File: config.mk
export PLATFORM = sky130hd
export DESIGN_NAME = stress_pattern_gen
export DESIGN_NICKNAME = d
export VERILOG_FILES = /design/src/rtl/stress_lfsr_pkg.sv /design/src/rtl/lfsr_single_step.sv /design/src/rtl/lfsr_advance_chain.sv /design/src/rtl/lfsr_op_decode.sv /design/src/rtl/stress_pattern_gen.sv
export SDC_FILE = /design/constraint.sdc
export NUM_CORES = 1
export LEC_CHECK = 0
export ABC_AREA = 1
export BUFFER_PORTS_ARGS = -buffer_cell sky130_fd_sc_hd__buf_2
export CORE_ASPECT_RATIO = 0.75
export CORE_MARGIN = 3
export CORE_UTILIZATION = 53
export CTS_CLUSTER_SIZE = 25
export DETAILED_ROUTE_END_ITERATION = 8
export HOLD_SLACK_MARGIN = 0.15
export PLACE_DENSITY = 0.8
export SLEW_MARGIN = 30
export SYNTH_ARGS = -nofsm -noshare
export SYNTH_HDL_FRONTEND = slang
export SYNTH_SLANG_ARGS = --single-unit
export TNS_END_PERCENT = 20
File: constraint.sdc
create_clock -name clk -period 1.7 [get_ports clk]
set_input_delay 0.34 -clock clk [delete_from_list [all_inputs] [get_ports clk]]
set_output_delay 0.34 -clock clk [all_outputs]
set_load 0.02 [all_outputs]
File: src/rtl/stress_lfsr_pkg.sv
package stress_lfsr_pkg;

    // State width and number of single steps per advance
    localparam int unsigned STATE_W   = 32;
    localparam int unsigned ADV_STEPS = 32;

    // Feedback taps; the step behaviour depends on these exact positions
    localparam int unsigned TAP_P0 = 0;
    localparam int unsigned TAP_P1 = 1;
    localparam int unsigned TAP_P2 = 2;
    localparam int unsigned TAP_P3 = 22;

    typedef logic [STATE_W-1:0] state_t;

    // Operation chosen for the state register in one cycle
    typedef enum logic [1:0] {
        OP_HOLD  = 2'd0,
        OP_SEED  = 2'd1,
        OP_STEP  = 2'd2,
        OP_CLEAR = 2'd3
    } lfsr_op_e;

    // Decoded control bundle
    typedef struct packed {
        lfsr_op_e op;
        state_t   seed;
    } lfsr_ctrl_t;

    // Inverted feedback bit of a state
    function automatic logic inv_feedback(input state_t s);
        return ~(s[TAP_P0] ^ s[TAP_P1] ^ s[TAP_P2] ^ s[TAP_P3]);
    endfunction

endpackage

File: src/rtl/lfsr_single_step.sv
module lfsr_single_step
    import stress_lfsr_pkg::*;
(
    input  state_t cur_state,
    output state_t nxt_state
);
    logic fb_bit;

    assign fb_bit    = inv_feedback(cur_state);
    assign nxt_state = {fb_bit, cur_state[STATE_W-1:1]};
endmodule

File: src/rtl/lfsr_advance_chain.sv
module lfsr_advance_chain
    import stress_lfsr_pkg::*;
#(
    parameter int unsigned STEPS = ADV_STEPS
) (
    input  state_t from_state,
    output state_t to_state
);
    localparam int unsigned NODES = STEPS + 1;

    state_t node [NODES];

    assign node[0] = from_state;

    for (genvar g = 0; g < STEPS; g++) begin : g_step
        lfsr_single_step u_step (
            .cur_state (node[g]),
            .nxt_state (node[g+1])
        );
    end

    assign to_state = node[STEPS];
endmodule

File: src/rtl/lfsr_op_decode.sv
module lfsr_op_decode
    import stress_lfsr_pkg::*;
(
    input  logic       rst,
    input  logic       seed_load,
    input  logic       advance,
    input  state_t     seed_val,
    output lfsr_ctrl_t ctrl
);
    // Priority: reset, then seed load, then advance
    always_comb begin
        ctrl.seed = seed_val;
        if (rst)
            ctrl.op = OP_CLEAR;
        else if (seed_load)
            ctrl.op = OP_SEED;
        else if (advance)
            ctrl.op = OP_STEP;
        else
            ctrl.op = OP_HOLD;
    end
endmodule

File: src/rtl/stress_pattern_gen.sv
module stress_pattern_gen
    import stress_lfsr_pkg::*;
(
    input  logic                clk,
    input  logic                rst,
    input  logic                seed_load,
    input  logic [STATE_W-1:0]  seed_val,
    input  logic                advance,
    output logic [STATE_W-1:0]  pattern
);
    lfsr_ctrl_t ctrl;
    state_t     state_q;
    state_t     stepped;
    state_t     state_d;

    lfsr_op_decode u_dec (
        .rst       (rst),
        .seed_load (seed_load),
        .advance   (advance),
        .seed_val  (seed_val),
        .ctrl      (ctrl)
    );

    lfsr_advance_chain #(.STEPS(ADV_STEPS)) u_chain (
        .from_state (state_q),
        .to_state   (stepped)
    );

    always_comb begin
        unique case (ctrl.op)
            OP_CLEAR: state_d = '0;
            OP_SEED:  state_d = ctrl.seed;
            OP_STEP:  state_d = stepped;
            default:  state_d = state_q;
        endcase
    end

    always_ff @(posedge clk) begin
        state_q <= state_d;
    end

    assign pattern = state_q;
endmodule

Word level (Yosys, flattened, before mapping)

Cells that the tools add are included.

Eq/ne operators: 3
Multiplexer cells: 4
Bitwise logic cells: 128
Reductions and logical operators: 1

Operator list:

| kind                 | number |
|---|---|
| $pmux W32 S3         | 1 |
| $xor A1 B1 Y1        | 96 |
| $not A1 Y1           | 32 |
| $mux W2              | 3 |
| $eq A2 B2 Y1 const B | 2 |
| $reduce_bool A3 Y1   | 1 |
| $eq A2 B1 Y1 const B | 1 |

Register bits after elaboration: 32
Bits of input ports: 36
Output and inout port bits: 32
Word-level logic and storage cells: 137

Logic depth before layout (Yosys ltp)

Gate-level depths: netlist of run 1.

Depth after elaboration: 11
Gate-level depth with buffers: 11
Gate-level depth less buffers: 11

Cells and area by module

From an unflattened synthesis of run 1, not the netlist that was laid out.

Cells, all modules: 1653
Area, all modules: 11217.0 um2

By module, submodules not included:

| module             | instances | cells each | area an instance (um2) | seq. area each (um2) |
|---|---|---|---|---|
| lfsr_single_step   | 32        | 46         | 292.8                  | 0.0 |
| stress_pattern_gen | 1         | 144        | 1589.0                 | 960.9 |
| lfsr_op_decode     | 1         | 37         | 259.0                  | 0.0 |

Worst setup path before layout of run 1

No wires, ideal clock.

Path kind: reg2reg
From: reg state_q[19], in the netlist pattern[19]
To: reg state_q[27], in the netlist pattern[27], data pin
Setup time: 0.253 ns
Arrival: 1.322 ns
Setup slack: 0.125 ns
Stages on the path, launching flop included: 9
Cells stage by stage: edfxtp_1 > inv_1 > nand2_1 > nand2_1 > xor2_1 > xnor2_1 > nand2_1 > nand3_1 > nand2_1

Word-level cells in the longest chain between the ends: 6

RTL lines:

| what                       | RTL line                 | text |
|---|---|---|
| from (decl)                | stress_pattern_gen.sv:12 | `state_t state_q;` |
| from (signal assigned)     | stress_pattern_gen.sv:39 | `state_q <= state_d;` |
| $xor A1 B1 Y1 (2 in a row) | stress_lfsr_pkg.sv:31    | `return ~(s[TAP_P0] ^ s[TAP_P1] ^ s[TAP_P2] ^ s[TAP_P3]);` |
| $not A1 Y1                 | stress_lfsr_pkg.sv:31    |  |
| $xor A1 B1 Y1              | stress_lfsr_pkg.sv:31    |  |
| $not A1 Y1                 | stress_lfsr_pkg.sv:31    |  |
| $pmux W32 S3               | stress_pattern_gen.sv:30 | `unique case (ctrl.op)` |
| named net state_d[27]      | stress_pattern_gen.sv:14 | `state_t state_d;` |

The timed path passes the listed nets, and every way through them passes these cells.
A chain may end at the register's enable or synchronous reset.

Worst setup path in the final report of run 1

From: reg state_q[12], in the netlist pattern[12]
To: reg state_q[31], in the netlist pattern[31], data pin

Word-level cells in the longest chain between the ends: 9

RTL lines:

| what                       | RTL line |
|---|---|
| $xor A1 B1 Y1 (3 in a row) | stress_lfsr_pkg.sv:31 |
| $not A1 Y1                 | stress_lfsr_pkg.sv:31 |
| $xor A1 B1 Y1              | stress_lfsr_pkg.sv:31 |
| $not A1 Y1                 | stress_lfsr_pkg.sv:31 |
| $xor A1 B1 Y1              | stress_lfsr_pkg.sv:31 |
| $not A1 Y1                 | stress_lfsr_pkg.sv:31 |
| $pmux W32 S3               | stress_pattern_gen.sv:30 |
| named net state_d[31]      | stress_pattern_gen.sv:14 |

The timed path passes the listed nets, and every way through them passes these cells.

==> results of run 1 <==
-- layer usage --
metal  vias up  GRT usage [%]
li1       1247              -
met1      1181           31.9
met2       125           39.6
met3        22           5.39
met4         0           9.88
met5         -              0
-- metrics by stage --
| stage | area, um^2 | total power, W |
|---|---|---|
| floorplan | 2520 | 0.00256 |
| global placement | 2980 | 0.00294 |
| detailed placement | 2980 | 0.00302 |
| CTS | 3090 | 0.00376 |
| global route | 3330 | 0.00436 |
| finish | 3330 | 0.00409 |
-- logic make-up after synthesis --
logic type	after synthesis	share of synthesized area, %
and+or+nand+nor	185	30.7
xor gates and xnor gates	56	19.8
buffers and inverters	44	6.91
DFF	32	38.2
AOI/OAI and AO/OA	21	4.52
-- cell type report --
class	count	area [um^2]	area share (%)
tap	57	71.3	2.14
clock buffer	5	68.8	2.06
timing repair buffer	86	507	15.2
inverter	37	139	4.17
multi-input combinational	262	1550	46.5
clock inverter	3	37.5	1.13
sequential	32	961	28.8
-- critical path, stage by stage, from the launching register on --
cell and delay [ns]:
edfxtp_1 0.45, inv_2 0.12, nand2_1 0.10, nand3_1 0.10
nand2_1 0.12, nand3_1 0.16, nand3_1 0.12, nand2_2 0.08
nand2_1 0.05, nand3_1 0.08, nand2_1 0.05
-- how the worst min path moves through the flow --
stage                     slack (ns)         start          end
after CTS                       0.31  seed_val[30]  pattern[30]
after floorplan                 0.53  seed_val[22]  pattern[22]
final                           0.31  seed_val[30]  pattern[30]
after global placement          0.61  seed_val[29]  pattern[29]
after detailed placement        0.61  seed_val[30]  pattern[30]
after global routing            0.33   seed_val[9]   pattern[9]
-- cell usage in the layout (no fill, tap or decap), types with 2 or more instances in the layout --
cell type  instances
nand2_1          124
buf_2             67
nand3_1           37
edfxtp_1          32
inv_1             27
xnor2_1           21
xor2_1            21
buf_4             16
nand2_2           12
inv_2             10
o21ai_0           10
o21ai_1            9
xor2_2             7
xnor2_2            6
clkbuf_8           5
nand2_4            4
nand3b_1           3
nand3_2            2
clkinv_1           2
buf_12             2
-- power groups by stage --
stage / clock network [W] / registers (W) / logic, W
floorplan: 0 / 0.00130 / 0.00126
global placement: 0 / 0.00120 / 0.00174
detailed placement: 0 / 0.00120 / 0.00182
CTS: 0.000735 / 0.00119 / 0.00184
global route: 0.000776 / 0.00122 / 0.00237
finish: 0.000732 / 0.00120 / 0.00216
-- timing repair --
| item | CTS | global route |
|---|---|---|
| pin swaps | 0 | 9 |
| resized for setup | 1 | 33 |
| buffers inserted | 0 | 11 |
| endpoints found under the setup margin | 1 | 9 |
==> metrics.txt, run 1 <==
Setup Skew=0.00740 ns; Initial Util=55.7%; Syn Inst Count=338; Comb power frac=52.9%; async set-reset flop share out of synthesis=0%; routed length on met3=529 um; clock tree buffer depth=2; Pint=0.00230 W; flops & latches, synth=32; DR vias=2575; initial DRC count=320; fraction of layout cells with a size suffix above 1=31.8%; drt wl/cell=15.0 um; Placed Instances=463; post-route insts no fill=482; Worst Setup EP=pattern[31]; Worst Setup SP=pattern[12]; CTS HTree Levels=2; Die Area=5620 um^2; Net Switching=0.00178 W; via/cell ratio=5.34; Final period util=98.7%; pin count of the biggest net entering global routing=33; max reg flops=32; Fin. Hold Viols=0; synth-to-layout area growth=32.4%; synthesized area=2520 um^2; DP Wirelength=4.97 mm; met1 wire length=3.20 mm; Max Freq=596 MHz; post-synth net total=374; die outline width=85.6 um; worst skew pair latency=0.29 ns; vias in the first global route=2367; largest cells by area after synthesis=edfxtp_1 (38%), nand2_1 (20%), xor2_1 (9.7%); drt pass-1 iters=6; Avg Cell Area, Syn=7.45 um^2; cell row count=21; initial antenna violation count=0; CTS tree=built; # nets final=460; CP Data Required Time=1.76 ns; Worst-Margin Slew=0.347 ns; outcome=finished clean; RePlAce Congestion=0.953; antenna viol nets, final=0; Post-synth EDFFs=32; static leakage=1.72 nW; Seq/Total Area, Yosys=38.2%; Slew headroom=76.8%; most instantiated library cell after synthesis=nand2_1; Reg power frac=29.2%; Finished Core Util=73.8%; Sw Ratio=43.7%; routed wire length=7.21 mm; gr usage total=24.5%; reg2reg end=pattern[31]; # IOs=68; critical path type=reg2reg; Synth cell types=19; Setup-failing EPs final=0; CP arrival=1.73 ns; Filler cells=339; worst setup margin=0.0217 ns; Synth top area share=38.2%; Worst Hold Class=in2reg; hold buffer count at CTS=0; Root Buffer=clkbuf_8; metal2 WL=3.34 mm; power share of the clock group=17.9%; Synth area leader=edfxtp_1; fin. max-slew vios=0; VDD IR max=0.827 mV; crit-path max FO=4; FF-to-FF setup slack=0.02 ns; ANT cells=0; Min Hold Slack=0.312 ns; clock buffer count from CTS=5; pwr dens=1230 nW/um^2; first-pass GRT wire length=10.8 mm; core region area=4520 um^2; setup TNS=0 ns; crit start category=flop; Top Layer Used=met4; I/O Buffers=67; grt total ovfl=0; Ys Warns=0; Clk pin slew, worst setup/hold paths=0.07 ns; fin crit period=1.68 ns; worst hold stages=3; R2R cell count=10; worst slack at placement=-0.00184 ns; crit end category=flop; number of max-cap violations=0; Main synth FF type=edfxtp_1; # DRC=0; commonest cells in the netlist=nand2_1 (134), nand3_1 (39), edfxtp_1 (32), inv_1 (30), xor2_1 (28); RR Startpoint=pattern[12]; CTS sink cnt=32; unrepaired setup endpoints after global routing=yes; Die Ht=65.7 um
(Power assumes the default switching activity.)
==> run 2, diff against run 1 <==
Settings changed: BUFFER_PORTS_ARGS -buffer_cell sky130_fd_sc_hd__buf_2 to -buffer_cell sky130_fd_sc_hd__clkbuf_2.
==> run 2 against run 1 <==
Net effect: clock power decreased by 21%; wire length decreased by 1.4%; setup slack improved by 0.015 ns; first-iteration DRC count decreased by 50%; fmax increased by 0.87%; sequential share of layout area decreased by 0.52 points; global-route usage decreased by 0.28 points; clock skew decreased by 0.0020 ns; critical endpoint is now pattern[30]; largest power group unchanged; highest routed layer unchanged.
==> metrics.txt, run 2 (same netlist as run 1, synthesis figures left out) <==
fin. max-slew vios=0; Min Hold Slack=0.322 ns; Fin. Hold Viols=0; I/O Buffers=67; core region area=4520 um^2; outcome=finished clean; Setup-failing EPs final=0; number of max-cap violations=0; RePlAce Congestion=0.884; Crit-path slowest cell=edfxtp_1; worst setup margin=0.0362 ns; gr usage total=24.2%; CP Cell Sequence=xnor2_2 > nand2_8 > nand2_8 > nand2_4 > nand3_1 > nand3_1 > nand3_2 > nand2_1; Filler cells=335; RR Startpoint=pattern[22]; clock buffer count from CTS=5; CTS HTree Levels=2; pwr dens=1200 nW/um^2; crit end category=flop; DR vias=2537; Slew headroom=77.3%; Worst-Margin Slew=0.341 ns; setup TNS=0 ns; Finished Core Util=75.1%; CTS tree=built; synth-to-layout area growth=34.8%; DP Wirelength=4.99 mm; worst slack at placement=0.0144 ns; hold_sp=seed_val[26]; routed wire length=7.11 mm; FF-to-FF setup slack=0.04 ns; Setup Skew=0.00544 ns; Power Total=0.00409 W; pin count of the biggest net entering global routing=33; reg2reg end=pattern[30]; power share of the clock group=14.1%; die outline width=85.6 um; # nets final=455; ANT cells=0; unrepaired setup endpoints after global routing=yes; worst hold stages=3; Worst Hold Class=in2reg; Reg power frac=29.4%; crit start category=flop; Pint=0.00223 W; CP max stage delay=0.50 ns; Hold EP=pattern[26]; initial antenna violation count=0; Comb power frac=56.4%; Root Buffer=clkbuf_8; static leakage=1.72 nW; critical path type=reg2reg; CTS sink cnt=32; first-pass GRT wire length=10.6 mm; grt total ovfl=0; via/cell ratio=5.32; worst skew pair latency=0.29 ns; most frequent cells in the layout=nand2_1 (116), clkbuf_2 (67), edfxtp_1 (32); drt wl/cell=14.9 um; initial DRC count=160; drt pass-1 iters=4; max reg flops=32; VDD IR max=0.616 mV; Final period util=97.9%; cell row count=21; Initial Util=55.7%; Die Ht=65.7 um; fraction of layout cells with a size suffix above 1=34.8%; Max Freq=601 MHz; fin crit period=1.66 ns; Net Switching=0.00186 W; CP arrival=1.71 ns; crit-path max FO=6; commonest non-fill, non-tap cell in the layout=nand2_1; # DRC=0; # IOs=68; vias in the first global route=2330; clock tree buffer depth=2; CP Data Required Time=1.75 ns; Die Area=5620 um^2; Sw Ratio=45.5%; R2R cell count=8; antenna viol nets, final=0; Clk pin slew, worst setup/hold paths=0.07 ns
==> run 2: cell count changes in the layout (fill, tap and decap cells not counted), sizes merged <==
cell | before | now
clkinv | 2 | 1
buf | 86 | 14
bufinv | 1 | 0
clkbuf | 5 | 74
==> run 2: routing by layer <==
metal	part of all wire [%]	wire (um)	vias to the layer above	global-route usage [%]
li1	-	-	1234	-
met1	43	3040	1197	31.3
met2	49	3460	94	40.6
met3	7.4	525	12	5.76
met4	1.2	88	0	6.72
met5	0	0	-	0
==> run 2: worst max-delay path by stage <==
stage                           start           to  slack [ns]  cells past startpoint
after floorplan           pattern[19]  pattern[27]        0.13                      8
after CTS                 pattern[21]  pattern[29]       0.006                      8
after detailed placement   pattern[2]  pattern[31]        0.01                     10
final                     pattern[22]  pattern[30]        0.04                      8
after global routing      pattern[10]  pattern[29]       -0.09                      8
after global placement     pattern[2]  pattern[31]        0.07                     10
==> run 2: final cells by class <==
cell class / count / area, um^2 / share of cell area [%]
inverter: 37 / 139 / 4.09
clock inverter: 1 / 3.75 / 0.111
sequential: 32 / 961 / 28.3
multi-input combinational: 262 / 1690 / 49.7
clock buffer: 7 / 76.3 / 2.25
timing repair buffer: 81 / 457 / 13.4
tap: 57 / 71.3 / 2.10
==> run 2: power by group through the flow <==
| stage | clock [W] | combinational (W) | sequential [W] |
|---|---|---|---|
| 6_report | 0.000577 | 0.00231 | 0.00120 |
| 3_3_place_gp | 0 | 0.00174 | 0.00120 |
| 4_1_cts | 0.000590 | 0.00183 | 0.00119 |
| 3_5_place_dp | 0 | 0.00181 | 0.00121 |
| 5_1_grt | 0.000617 | 0.00254 | 0.00123 |
| 2_1_floorplan | 0 | 0.00126 | 0.00130 |
==> run 2: what timing repair did <==
item                                    4_1_cts  5_1_grt
resized for setup                             0       63
setup buffers                                 0        5
endpoints found under the setup margin        0       11
hold endpoints to repair                      0        0
hold buffers                                  0        0
==> run 2: per-stage QoR <==
| stage | cells | instance area, um^2 |
|---|---|---|
| floorplan | 338 | 2520 |
| global placement | 464 | 2970 |
| detailed placement | 464 | 2970 |
| CTS | 472 | 3050 |
| global route | 477 | 3400 |
| finish | 477 | 3400 |
==> run 2: worst max-delay path, delay by kind of cell, from the launching register on <==
| kind | cells | cell delay, ns |
|---|---|---|
| XOR/XNOR | 1 | 0.31 |
| AND/OR/NAND/NOR | 7 | 0.59 |
| flip-flops | 1 | 0.50 |
==> run 3, diff against run 2 <==
Settings changed: CORE_UTILIZATION 53 to 45, PLACE_DENSITY 0.8 to 0.7.
==> run 3 against run 2 <==
Net effect: cell area is 3.6% lower; worst hold slack got worse by 0.0098 ns; die area increased by 16%; critical path depth is the same; non-clock buffer count up 4; sequential share of layout area grew 1.0 points; cell count up 3.8%; critical endpoint is now pattern[22]; core utilization down 12 points; wire length fell by 2.4%; via count fell by 3.7%; power shrank 7.3%.
==> metrics.txt, run 3 (same netlist as run 1, synthesis figures left out) <==
crit end category=flop; Filler cells=455; commonest non-fill, non-tap cell in the layout=nand2_1; outcome=finished clean; DR vias=2443; design area=3270 um^2; pwr dens=1160 nW/um^2; crit-path max FO=6; hold buffer count at CTS=0; critical path type=reg2reg; core region area=5150 um^2; ANT cells=0; Root Buffer=clkbuf_8; Final period util=99.7%; routed wire length=6.94 mm; drt wl/cell=14.0 um; Setup Skew=0.00620 ns; unrepaired setup endpoints after global routing=yes; clock buffer count from CTS=5; CP arrival=1.75 ns; crit start category=flop; gr usage total=20.4%; CTS tree=built; CTS sink cnt=32; grt total ovfl=0; DP Wirelength=4.93 mm; cell row count=22; initial DRC count=253; via/cell ratio=4.94; RePlAce Congestion=0.825; Die Ht=70.8 um; Post-DP Area=3000 um^2; vias in the first global route=2224; fin crit period=1.69 ns; synth-to-layout area growth=30.0%; Die Area=6540 um^2; Setup-failing EPs final=0; Max Freq=590 MHz; Min Hold Slack=0.312 ns; drt pass-1 iters=4; CP Data Required Time=1.75 ns; first-pass GRT wire length=10.4 mm; Clk pin slew, worst setup/hold paths=0.07 ns; CTS HTree Levels=2; die outline width=92.4 um; initial antenna violation count=0; clock tree buffer depth=2; # DRC=0; pin count of the biggest net entering global routing=33; # IOs=68; Worst-Margin Slew=0.329 ns; worst skew pair latency=0.29 ns; most frequent cells in the layout=nand2_1 (124), clkbuf_2 (67), nand3_1 (36); VDD IR max=0.590 mV; # nets final=459; antenna viol nets, final=0; Fin. Hold Viols=0; fin. max-slew vios=0; Initial Util=48.9%; Slew headroom=77.9%; Worst Hold Class=in2reg; static leakage=1.69 nW; I/O Buffers=67; fraction of layout cells with a size suffix above 1=30.3%; number of max-cap violations=0; max reg flops=32
## run 3: cell types whose count changed in the layout (fill, tap and decap cells not counted), moves of 2 or more
cell and change:
nand3_1 +8, clkbuf_1 -2, xnor2_1 +3, nand3_2 -8, nand2_2 +2, buf_4 +3, nand2_4 -6, nand2_8 -4
nand2_1 +8, xnor2_2 -3
## run 3: critical path: stages (launching register included)
cell	delay (ns)
edfxtp_1	0.46
buf_4	0.18
xor2_2	0.20
nand2_1	0.10
nand2_2	0.13
xnor2_2	0.14
nand2_1	0.07
nand3_1	0.10
nand2_1	0.06
## run 3: report_power, final
part / total (W) / switching [W] / internal (W)
registers: 0.00119 / 0.000182 / 0.00101
logic: 0.00204 / 0.00123 / 0.000810
clock network: 0.000560 / 0.000290 / 0.000270
## run 3: path summary, 6_finish.rpt
kind / startpoint / endpoint / slack [ns] / cells after the start
worst max-delay path: pattern[3] / pattern[22] / 0.005 / 8
worst min-delay path: seed_val[26] / pattern[26] / 0.31 / 3
worst max register to register: pattern[3] / pattern[22] / 0.005 / 8
worst min register to register: pattern[26] / pattern[24] / 0.87 / 4
## run 3: repair_timing
item	in CTS	in global routing
setup buffers	0	10
endpoints found under the setup margin	0	12
resized for setup	0	27
## run 3: final cells by class
class,count,area [um^2],share of cell area [%]
Multi-Input combinational cell,262,1510,46.1
Sequential cell,32,961,29.3
Timing Repair Buffer,85,499,15.2
Inverter,37,139,4.24
Tap cell,72,90.1,2.75
Clock buffer,5,68.8,2.10
Clock inverter,2,7.51,0.229
## run 3: layer usage
metal	up-vias	GRT usage, %	part of all wire, %
li1	1243	-	-
met1	1092	27.9	45
met2	96	32.0	45
met3	12	4.68	8.1
met4	0	6.92	1.5
met5	-	0	0
## run 3: stage by stage
step | utilization (%) | TNS, ns | worst slack, ns | power, W | std cells
after CTS | 59.7 | 0 | 0.00125 | 0.00359 | 485
final | 63.6 | 0 | 0.00506 | 0.00379 | 495
after detailed placement | 58.2 | 0 | 0.0119 | 0.00302 | 478
after global placement | 58.2 | 0 | 0.0381 | 0.00295 | 478
after global routing | 63.6 | -0.421 | -0.131 | 0.00408 | 495
after floorplan | - | 0 | 0.125 | 0.00256 | 338
